$ cat src/rtl/ddrrd_pkg.sv
package ddrrd_pkg;

    localparam int unsigned BANK_W = 2;
    localparam int unsigned NBANK  = 1 << BANK_W;
    localparam int unsigned ROW_W  = 12;
    localparam int unsigned COL_W  = 8;
    localparam int unsigned KW     = 3;   // burst word index width (up to 8 words)

    typedef enum logic [1:0] {
        CMD_NOP  = 2'b00,
        CMD_ACT  = 2'b01,
        CMD_READ = 2'b10,
        CMD_RSVD = 2'b11
    } cmd_e;

    typedef enum logic {
        BT_SEQ   = 1'b0,
        BT_INTLV = 1'b1
    } bt_e;

    typedef struct packed {
        logic [1:0] blc;
        logic [1:0] cl;
        bt_e        bt;
    } mode_t;

    typedef struct packed {
        logic              vld;
        logic [BANK_W-1:0] bank;
        logic [ROW_W-1:0]  row;
        logic [COL_W-1:0]  col;
        logic [1:0]        blc;
        bt_e               bt;
    } rd_evt_t;

    // words in a burst for a burst-length code (1..3)
    function automatic logic [3:0] bl_words(input logic [1:0] blc);
        case (blc)
            2'd1:    return 4'd2;
            2'd2:    return 4'd4;
            2'd3:    return 4'd8;
            default: return 4'd4;
        endcase
    endfunction

    // column of word k, wrapping inside the burst-aligned block
    function automatic logic [COL_W-1:0] burst_col(input logic [COL_W-1:0] start,
                                                   input logic [1:0]       blc,
                                                   input bt_e              bt,
                                                   input logic [KW-1:0]    k);
        logic [KW-1:0] mask;
        logic [KW-1:0] low;
        logic [KW-1:0] off;
        mask = KW'(bl_words(blc) - 4'd1);
        low  = start[KW-1:0] & mask;
        off  = (bt == BT_INTLV) ? (low ^ k) : (low + k);
        off  = off & mask;
        return (start & ~COL_W'(mask)) | COL_W'(off);
    endfunction

endpackage

$ cat src/rtl/ddrrd_bank_track.sv
module ddrrd_bank_track
    import ddrrd_pkg::*;
#(
    parameter int unsigned TRCD = 3
)(
    input  logic              clk,
    input  logic              rst,
    input  logic              dev_edge,
    input  logic              act_vld,
    input  logic [BANK_W-1:0] act_bank,
    input  logic [ROW_W-1:0]  act_row,
    input  logic [BANK_W-1:0] q_bank,
    output logic              q_open,
    output logic              q_ready,
    output logic [ROW_W-1:0]  q_row
);
    localparam int unsigned AGE_W = $clog2(TRCD + 1) + 1;
    localparam logic [AGE_W-1:0] AGE_SAT = AGE_W'(TRCD);

    logic [NBANK-1:0]  open_q;
    logic [NBANK-1:0]  ready_q;
    logic [ROW_W-1:0]  row_q [NBANK];

    for (genvar b = 0; b < NBANK; b++) begin : g_bank
        logic [AGE_W-1:0] age;
        logic             hit;
        assign hit        = act_vld && (act_bank == BANK_W'(b));
        assign ready_q[b] = open_q[b] && (age >= AGE_SAT);

        always_ff @(posedge clk) begin
            if (rst) begin
                open_q[b] <= 1'b0;
                age       <= '0;
                row_q[b]  <= '0;
            end else if (hit) begin
                // age counts device edges since the ACT, starting at 1
                open_q[b] <= 1'b1;
                age       <= AGE_W'(1);
                row_q[b]  <= act_row;
            end else if (dev_edge && open_q[b] && (age < AGE_SAT)) begin
                age <= age + AGE_W'(1);
            end
        end
    end

    assign q_open  = open_q[q_bank];
    assign q_ready = ready_q[q_bank];
    assign q_row   = row_q[q_bank];

endmodule

$ cat src/rtl/ddrrd_lat_pipe.sv
module ddrrd_lat_pipe
    import ddrrd_pkg::*;
#(
    parameter int unsigned CL_MAX = 3
)(
    input  logic    clk,
    input  logic    rst,
    input  logic [1:0] cl,
    input  rd_evt_t in_evt,
    output logic    pre_vld,
    output rd_evt_t pop_evt,
    output logic    busy
);
    localparam int unsigned DEPTH = 2 * CL_MAX - 1;

    rd_evt_t           stg [DEPTH];
    logic [DEPTH-1:0]  vld_vec;
    int unsigned       tap;

    // pop one slot before the first word, preamble one slot earlier
    assign tap     = 2 * int'(cl) - 2;
    assign pop_evt = stg[tap];
    assign pre_vld = stg[tap - 1].vld;

    for (genvar i = 0; i < DEPTH; i++) begin : g_stage
        assign vld_vec[i] = stg[i].vld;
        if (i == 0) begin : g_head
            always_ff @(posedge clk) begin
                if (rst) stg[0] <= '0;
                else     stg[0] <= in_evt;
            end
        end else begin : g_body
            always_ff @(posedge clk) begin
                if (rst)                      stg[i] <= '0;
                else if (i <= int'(tap))      stg[i] <= stg[i-1];
                else                          stg[i] <= '0;
            end
        end
    end

    assign busy = |vld_vec;

endmodule

$ cat src/rtl/ddrrd_burst_eng.sv
module ddrrd_burst_eng
    import ddrrd_pkg::*;
(
    input  logic              clk,
    input  logic              rst,
    input  rd_evt_t           pop_evt,
    output logic              eng_act,
    output logic [KW-1:0]     eng_k,
    output logic [BANK_W-1:0] rd_bank,
    output logic [ROW_W-1:0]  rd_row,
    output logic [COL_W-1:0]  rd_col
);
    rd_evt_t       cur;
    logic          last;
    logic [KW-1:0] k_end;

    assign k_end = KW'(bl_words(cur.blc) - 4'd1);
    assign last  = eng_act && (eng_k == k_end);

    always_ff @(posedge clk) begin
        if (rst) begin
            eng_act <= 1'b0;
            eng_k   <= '0;
            cur     <= '0;
        end else if (pop_evt.vld && (!eng_act || last)) begin
            eng_act <= 1'b1;
            eng_k   <= '0;
            cur     <= pop_evt;
        end else if (eng_act) begin
            if (last) eng_act <= 1'b0;
            else      eng_k   <= eng_k + KW'(1);
        end
    end

    assign rd_bank = cur.bank;
    assign rd_row  = cur.row;
    assign rd_col  = burst_col(cur.col, cur.blc, cur.bt, eng_k);

endmodule

$ cat src/rtl/ddrrd_strobe_ctl.sv
module ddrrd_strobe_ctl
    import ddrrd_pkg::*;
#(
    parameter int unsigned DQ_W = 16
)(
    input  logic            clk,
    input  logic            rst,
    input  logic            eng_act,
    input  logic            eng_k0,
    input  logic            pre_vld,
    input  logic [DQ_W-1:0] rd_data,
    output logic [DQ_W-1:0] dq,
    output logic            dq_oe,
    output logic            dqs,
    output logic            dqs_oe,
    output logic            busy
);
    logic d_act;
    logic d_k0;
    logic pre_a;
    logic post1;
    logic post2;

    always_ff @(posedge clk) begin
        if (rst) begin
            d_act <= 1'b0;
            d_k0  <= 1'b0;
            pre_a <= 1'b0;
            post1 <= 1'b0;
            post2 <= 1'b0;
        end else begin
            d_act <= eng_act;
            d_k0  <= eng_k0;
            pre_a <= pre_vld;
            post1 <= d_act && !eng_act;
            post2 <= post1;
        end
    end

    assign dq_oe  = d_act;
    assign dq     = d_act ? rd_data : '0;
    assign dqs    = d_act && !d_k0;
    assign dqs_oe = d_act || eng_act || pre_a || post1 || post2;
    assign busy   = d_act || pre_a || post1 || post2;

endmodule

$ cat src/rtl/ddrrd_read_seq.sv
module ddrrd_read_seq
    import ddrrd_pkg::*;
#(
    parameter int unsigned DQ_W   = 16,
    parameter int unsigned TRCD   = 3,
    parameter int unsigned CL_MAX = 3
)(
    input  logic              clk2x,
    input  logic              rst,
    input  logic [1:0]        cmd,
    input  logic [BANK_W-1:0] bank,
    input  logic [ROW_W-1:0]  addr,
    input  logic              mode_we,
    input  logic [1:0]        mode_blc,
    input  logic [1:0]        mode_cl,
    input  logic              mode_bt,
    output logic              rd_en,
    output logic [BANK_W-1:0] rd_bank,
    output logic [ROW_W-1:0]  rd_row,
    output logic [COL_W-1:0]  rd_col,
    input  logic [DQ_W-1:0]   rd_data,
    output logic [DQ_W-1:0]   dq,
    output logic              dq_oe,
    output logic              dqs,
    output logic              dqs_oe,
    output logic              cmd_err
);
    localparam int unsigned SA_W = 3;
    localparam logic [SA_W-1:0] SA_MAX = '1;

    logic       ph;
    logic       dev_edge;
    mode_t      mode_q;
    cmd_e       cmd_d;
    logic       is_act;
    logic       is_read;
    logic       bk_open;
    logic       bk_ready;
    logic [ROW_W-1:0] bk_row;
    logic       pipe_busy;
    logic       strb_busy;
    logic       eng_act;
    logic [KW-1:0] eng_k;
    logic       pre_vld;
    rd_evt_t    pop_evt;
    rd_evt_t    new_evt;
    logic       busy;
    logic       seam_ok;
    logic       accept;
    logic [SA_W-1:0] since_acc;
    logic [1:0] last_blc;

    // ph low in the slot before a device rising edge
    always_ff @(posedge clk2x) begin
        if (rst) ph <= 1'b0;
        else     ph <= ~ph;
    end
    assign dev_edge = ~ph;

    assign cmd_d   = cmd_e'(cmd);
    assign is_act  = dev_edge && (cmd_d == CMD_ACT);
    assign is_read = dev_edge && (cmd_d == CMD_READ);

    // mode store: illegal codes keep the previous field
    always_ff @(posedge clk2x) begin
        if (rst) begin
            mode_q.blc <= 2'd2;
            mode_q.cl  <= 2'(CL_MAX);
            mode_q.bt  <= BT_SEQ;
        end else if (dev_edge && mode_we) begin
            if (mode_blc != 2'd0) mode_q.blc <= mode_blc;
            if ((int'(mode_cl) >= 2) && (int'(mode_cl) <= int'(CL_MAX)))
                mode_q.cl <= mode_cl;
            mode_q.bt <= bt_e'(mode_bt);
        end
    end

    ddrrd_bank_track #(.TRCD(TRCD)) u_bank (
        .clk      (clk2x),
        .rst      (rst),
        .dev_edge (dev_edge),
        .act_vld  (is_act),
        .act_bank (bank),
        .act_row  (addr),
        .q_bank   (bank),
        .q_open   (bk_open),
        .q_ready  (bk_ready),
        .q_row    (bk_row)
    );

    assign busy    = pipe_busy || eng_act || strb_busy;
    assign seam_ok = (since_acc == SA_W'(bl_words(last_blc) >> 1));
    assign accept  = is_read && bk_open && bk_ready && (!busy || seam_ok);

    always_comb begin
        new_evt      = '0;
        new_evt.vld  = accept;
        new_evt.bank = bank;
        new_evt.row  = bk_row;
        new_evt.col  = addr[COL_W-1:0];
        new_evt.blc  = mode_q.blc;
        new_evt.bt   = mode_q.bt;
    end

    // device cycles since the last accepted read, for seamless timing
    always_ff @(posedge clk2x) begin
        if (rst) begin
            since_acc <= SA_MAX;
            last_blc  <= 2'd1;
            cmd_err   <= 1'b0;
        end else begin
            cmd_err <= is_read && !accept;
            if (accept) begin
                since_acc <= SA_W'(1);
                last_blc  <= mode_q.blc;
            end else if (dev_edge && (since_acc != SA_MAX)) begin
                since_acc <= since_acc + SA_W'(1);
            end
        end
    end

    ddrrd_lat_pipe #(.CL_MAX(CL_MAX)) u_pipe (
        .clk     (clk2x),
        .rst     (rst),
        .cl      (mode_q.cl),
        .in_evt  (new_evt),
        .pre_vld (pre_vld),
        .pop_evt (pop_evt),
        .busy    (pipe_busy)
    );

    ddrrd_burst_eng u_eng (
        .clk     (clk2x),
        .rst     (rst),
        .pop_evt (pop_evt),
        .eng_act (eng_act),
        .eng_k   (eng_k),
        .rd_bank (rd_bank),
        .rd_row  (rd_row),
        .rd_col  (rd_col)
    );
    assign rd_en = eng_act;

    ddrrd_strobe_ctl #(.DQ_W(DQ_W)) u_strb (
        .clk     (clk2x),
        .rst     (rst),
        .eng_act (eng_act),
        .eng_k0  (eng_k[0]),
        .pre_vld (pre_vld),
        .rd_data (rd_data),
        .dq      (dq),
        .dq_oe   (dq_oe),
        .dqs     (dqs),
        .dqs_oe  (dqs_oe),
        .busy    (strb_busy)
    );

endmodule

$ cat config.mk
export PLATFORM = sky130hd
export DESIGN_NAME = ddrrd_read_seq
export DESIGN_NICKNAME = d
export VERILOG_FILES = /design/src/rtl/ddrrd_pkg.sv /design/src/rtl/ddrrd_bank_track.sv /design/src/rtl/ddrrd_lat_pipe.sv /design/src/rtl/ddrrd_burst_eng.sv /design/src/rtl/ddrrd_strobe_ctl.sv /design/src/rtl/ddrrd_read_seq.sv
export SDC_FILE = /design/constraint.sdc
export NUM_CORES = 1
export LEC_CHECK = 0
export CORE_ASPECT_RATIO = 0.9
export CORE_MARGIN = 5
export CORE_UTILIZATION = 55
export CTS_BUF_LIST = sky130_fd_sc_hd__clkbuf_8
export DETAILED_ROUTE_END_ITERATION = 10
export GPL_ROUTABILITY_DRIVEN = 0
export PLACE_DENSITY = 0.85
export SLEW_MARGIN = 20
export SYNTH_ARGS = -nofsm -noshare
export SYNTH_HDL_FRONTEND = slang
export SYNTH_SLANG_ARGS = --single-unit
$ cat constraint.sdc
create_clock -name clk2x -period 4.1 [get_ports clk2x]
set_input_delay 0.82 -clock clk2x [delete_from_list [all_inputs] [get_ports clk2x]]
set_output_delay 0.82 -clock clk2x [all_outputs]
set_load 0.02 [all_outputs]
* Word level (Yosys, flattened, before mapping)
Memory sizes are Yosys's and may differ from the RTL's. A register that Yosys moved wholly into a read port is not among the register bits.
Cells that the tools add are included.
** Word-level totals
- Register bits after elaboration :: 61
- Latch bits :: 0
- Memory bits (writable) :: 178
- Memory bits (read-only) :: 0
- Bits of input ports :: 40
- Output and inout port bits :: 43
- Memories :: 2
** Operators by class
- Add/subtract/negate cells :: 10
- Multiply operators :: 0
- Div/mod/pow operators :: 0
- Magnitude comparators :: 14
- Equal/unequal tests :: 12
- Shift operators :: 0
- Mux-type cells :: 73
- Bitwise gates (word level) :: 21
- Reductions and logical operators :: 60
** Memories
- u_pipe.stg :: depth 5, width 26, read ports 7, clocked after memory_dff 1, write ports 5, RTL line ddrrd_lat_pipe.sv:16 : rd_evt_t stg [DEPTH];
- u_bank.row_q :: depth 4, width 12, read ports 1, clocked after memory_dff 0, write ports 4, RTL line ddrrd_bank_track.sv:22 : logic [ROW_W-1:0] row_q [NBANK];
** Operators by type and width (number)
- $mux 26 :: 9
- $mux 1 :: 52
- $mux 12 :: 4
- $logic_and 1x1->1 :: 28
- $add 3x1->3 const B :: 6
- $mux 16 :: 1
- $or 1x1->1 :: 13
- $ge 3x2->1 const B :: 4
- $lt 3x2->1 const B :: 4
- $reduce_bool 2->1 :: 6
- $reduce_or 2->1 :: 6
- $logic_or 1x1->1 :: 11
- $eq 2x2->1 const B :: 5
- $mux 3 :: 3
- $and 8x8->8 :: 1
- $eq 2x1->1 const B :: 4
- $le 3x4->1 const A :: 2
- $not 3->8 :: 1
- $or 8x3->8 :: 1
- $pmux 4 s2 :: 1
- $and 3x3->3 :: 2
- $eq 3x3->1 :: 2
- $pmux 3 s2 :: 1
- $reduce_and 2->1 :: 3
- other kinds (14) :: 20

* Logic depth before layout (Yosys ltp)
- Depth in word-level cells :: 9
- Depth in mapped cells :: 11

* Hierarchy
A second synthesis with hierarchy kept.
** Unflattened totals
- Cells, all modules :: 846
- Area, all modules :: 10615.2 um2
** By module, submodules not included
- ddrrd_lat_pipe :: times used 1, cells an instance 379, area each 5331.4 um2, seq. area each 3643.5 um2
- ddrrd_bank_track :: times used 1, cells an instance 218, area each 2981.6 um2, seq. area each 1761.7 um2
- ddrrd_burst_eng :: times used 1, cells an instance 165, area each 1507.7 um2, seq. area each 580.6 um2
- ddrrd_read_seq :: times used 1, cells an instance 54, area each 533.0 um2, seq. area each 240.2 um2
- ddrrd_strobe_ctl :: times used 1, cells an instance 30, area each 261.5 um2, seq. area each 100.1 um2

* Worst setup path after synthesis
No wires, ideal clock.
- Path kind :: flip-flop to output port
- Start :: reg u_eng.cur[2] in the netlist's numbering
- End :: out rd_col[2]
- Data arrival time :: 1.806 ns
- Required time :: 3.280 ns
- Path slack :: 1.474 ns
- Stages on the path, launching flop included :: 9
- Path buffers :: 0
- Cells stage by stage :: dfxtp_1 > nand2b_1 > and2_1 > inv_1 > fa_1 > nor2_1 > xor2_1 > nand3_1 > xnor2_1
** Between the ends
- Cells in the longest elaborated chain, start to end :: 8
- Elaborated cells on any way between the ends :: 12
- Those cells by class :: 2 x add/sub; 2 x eq/ne; 2 x mux; 6 x bitwise
** RTL lines
- from (decl) :: RTL line ddrrd_burst_eng.sv:13 : rd_evt_t cur;
- from (signal assigned) :: RTL line ddrrd_burst_eng.sv:28 : cur <= pop_evt;
- $eq 2x2->1 or $eq 2x1->1 (tied branches) :: RTL line ddrrd_pkg.sv:38 : case (blc)
- $pmux 3 s2 (*) :: RTL line ddrrd_pkg.sv:38
- $sub 3x1->3 (*) :: RTL line ddrrd_pkg.sv:54 : mask = KW'(bl_words(blc) - 4'd1);
- $and 3x3->3 :: RTL line ddrrd_pkg.sv:55 : low = start[KW-1:0] & mask;
- $add 3x3->3 or $xor 3x3->3 (tied branches) :: RTL line ddrrd_pkg.sv:56 : off = (bt == BT_INTLV) ? (low ^ k) : (low + k);
- $mux 3 :: RTL line ddrrd_pkg.sv:56
- $and 3x3->3 :: RTL line ddrrd_pkg.sv:57 : off = off & mask;
- $or 8x3->8 (*) :: RTL line ddrrd_pkg.sv:58 : return (start & ~COL_W'(mask)) | COL_W'(off);
- to (decl) :: RTL line ddrrd_read_seq.sv:20 : output logic [COL_W-1:0] rd_col,
Every way passes the cells marked *; elsewhere a longest branch is shown, timed or not.

* Final worst setup path
Same ends and word-level chain as after synthesis.

==> results.toml <==
[run_status]
outcome = "finished clean"

[detailed_routing]
vias = 6136
firstDrtPassIters = 5
wl_um = 17750
top_layer_used = "met4"
drt_iter0_drc = 360
wl_met2_um = 8243
drcViolationCount = 0
avgViaCountPerCell = 4.816
wl_met3_um = 1046
wl_per_cell_um = 13.93
met1_length_um = 8204
ant_nets = 0

[pwr]
p_per_area_nw_per_um2 = 447.2
p_sw_frac = 0.2269
p_int_mw = 4.207
vdd_drop_max_uv = 252.9
p_leak_nw = 4.958
clkPwrFrac = 0.391
seqPwrFrac = 0.514
p_comb_frac = 0.095
power.switching_mw = 1.235

[grt]
antenna_found_initial = 0
grt_pass1_wl_um = 29300
grt_max_degree = 55
track_usage = 0.1695
grt_pass1_vias = 6027
grt-ovfl-total = 0

[sta]
period_needed_ns = 3.608
hold_viol = 0
tightest_slew_ns = 1.060
slew_viol_final = 0
fin_crit_sh = 0.8801
rsz0062_at_grt = "false"
fin_setup_tns_ns = 0
finalSetupViolations = 0
maxSlewHeadroom = 0.2919
worst_clock_skew_ns = 0.01764
max_freq_mhz = 277.1

[cts]
clkLatencyLatePin_ns = 0.53
clock_path_buffers = 3
postCtsHoldBufs = 0
cts_tree = "yes"
cts.sinks = 240
cts-root-buf = "clkbuf_8"
cts-htree-levels = 2
cts_made_buffers = 38
cts_setup_buffers = 0
clk_pin_slew_ns = 0.06
cts_resized = 0

[cells_and_area]
areaGrowthSynthToFinish_pct = 20.39
fin_area_um2 = 12170
fin_nets = 1057
drive_gt1_frac = 0.08260
diodes = 0

[synth]
ys_seq_elements = 240
synthArstFlopShare = 0
synth_top_area_share = 0.4515
ys_warn_count = 0
synth_largest_area_cell = "edfxtp_1"
yosys-top-cells-area = "edfxtp_1 45%, dfxtp_1 17%, and2_1 7.6%"
synth_edf_count = 152
synth-seq-area-share = 0.6258
yosysUniqueCellTypes = 46
synth.avg_cell_area_um2 = 12.22
synthCells = 827
synthFlopType = "edfxtp_1"
synthesis.area_um2 = 10110

[die]
start_util = 0.5545
io-pin-count = 83
die-area_um2 = 21190
dieHeight_um = 138.6
core.rowCount = 47
core_um2 = 18230
die_w_um = 152.9

[setup_path]
r2r_slack_ns = 1.21
worstPathMaxFanout = 5
reg2regPathDepth = 7
startpoint_type = "flip-flop"
path_class = "reg -> out"
arrival_ns = 2.79
cp.required_ns = 3.28
end_kind = "output port"

[place]
post_dp_cell_area_um2 = 11350
io_buffers = 82
dp_hpwl_um = 12150

[worst_hold_path]
worst_hold_path_type = "reg -> reg"
hold_depth = 1

[run]
maxCapViolCount = 0
layout make-up:
| class | count | area [um^2] |
|---|---|---|
| Fill cell | 1338 | 6061 |
| Clock inverter | 22 | 162.7 |
| Tap cell | 245 | 306.5 |
| Clock buffer | 48 | 660.6 |
| Multi-Input combinational cell | 604 | 3736 |
| Sequential cell | 240 | 6326 |
| Timing Repair Buffer | 92 | 890.9 |
| Inverter | 23 | 86.33 |
routing by layer:
metal / vias up / global-route usage
met5: - / 0
met4: 0 / 0.04688
met2: 162 / 0.2654
met3: 21 / 0.04243
met1: 2878 / 0.2389
li1: 3075 / -
kinds of logic (layout without fill, tap and decap cells):
logic type / count (synthesis) / in the layout / share of synthesized area
compound gates: 70 / 70 / 0.04431
xor+xnor: 8 / 8 / 0.006932
fa+ha+maj: 18 / 18 / 0.02302
buf+inv: 86 / 185 / 0.04307
flops: 240 / 240 / 0.6258
mux: 69 / 69 / 0.08343
other cells: 1 / 104 / 0.0003710
simple gates: 335 / 335 / 0.1730
path summary, 6_finish.rpt:
path,startpoint,endpoint
setup / recovery,u_eng.cur[2],rd_col[2]
hold / removal,mode_q[0],u_pipe.stg[0][0]
hold reg to reg,mode_q[0],u_pipe.stg[0][0]
setup reg to reg,mode_q[2],u_eng.cur[9]
power groups by stage:
| stage | clock (mW) | combinational [mW] | sequential (mW) |
|---|---|---|---|
| after floorplan | 0 | 0.387 | 2.82 |
| after global placement | 0 | 0.503 | 2.84 |
| after detailed placement | 0 | 0.519 | 2.85 |
| after CTS | 2.18 | 0.522 | 2.80 |
| after global routing | 2.31 | 0.582 | 2.81 |
| final | 2.13 | 0.519 | 2.80 |
state kept, by name, indices dropped and copies added (netlist names), 4 cells and up:
name               cells
u_pipe.stg           130
u_bank.row_q          48
u_eng.rd_row          12
mode_q                 5
u_bank.g_bank.age     12
u_bank.open_q          4
u_eng.cur             11
critical path, stage by stage (launching register included):
cell	delay [ns]
dfxtp_1	0.39
nand2b_1	0.16
and2_1	0.16
inv_1	0.06
fa_1	0.38
nor2_1	0.12
xor2_1	0.16
nand3_1	0.10
xnor2_1	0.14
clkdlybuf4s50_1	0.61
stage by stage:
stage	std cells	hold slack [ns]	util	setup WS (ns)	power, mW
4_1_cts	1274	0.4701	0.6675	0.4407	5.501
3_3_place_gp	1204	0.4496	0.6224	1.039	3.341
5_1_grt	1274	0.4875	0.6675	0.2690	5.704
2_1_floorplan	930	0.4374	-	1.474	3.206
3_5_place_dp	1204	0.4592	0.6224	1.010	3.367
6_report	1274	0.4634	0.6675	0.4916	5.442
layout by cell type, fill, tap and decap left out, types with 2 or more instances in the layout:
cell	n
nand2_1	18
clkbuf_8	48
and2_1	122
nand3_1	9
nor3b_1	3
nor2_1	127
clkdlybuf4s50_1	81
a21oi_1	45
o32ai_1	2
mux4_2	12
o21bai_1	2
edfxtp_1	152
nor3_1	2
dfxtp_1	88
inv_1	38
nand2b_1	17
o21ai_0	2
buf_4	10
xor2_1	7
nor2b_1	25
or3_1	3
a21oi_4	2
clkinv_1	3
ha_1	17
a211oi_1	10
bufinv_16	3
mux2i_1	55
conb_1	104
cells in the mapped netlist, types with 2 or more instances:
library cell	number
nand2_1	18
mux2i_1	55
edfxtp_1	152
nand3_1	9
ha_1	17
clkbuf_1	35
a21oi_4	2
a21oi_1	45
o32ai_1	2
and2_1	122
buf_12	2
nor2b_1	26
nor3_1	2
o21bai_1	2
nor3b_1	3
nor2_1	127
dfxtp_1	88
buf_2	7
mux4_2	12
inv_1	23
or3_1	3
nand2b_1	17
o21ai_0	2
a211oi_1	10
buf_4	19
xor2_1	7
Note: power is estimated with default switching activity, not from simulation.
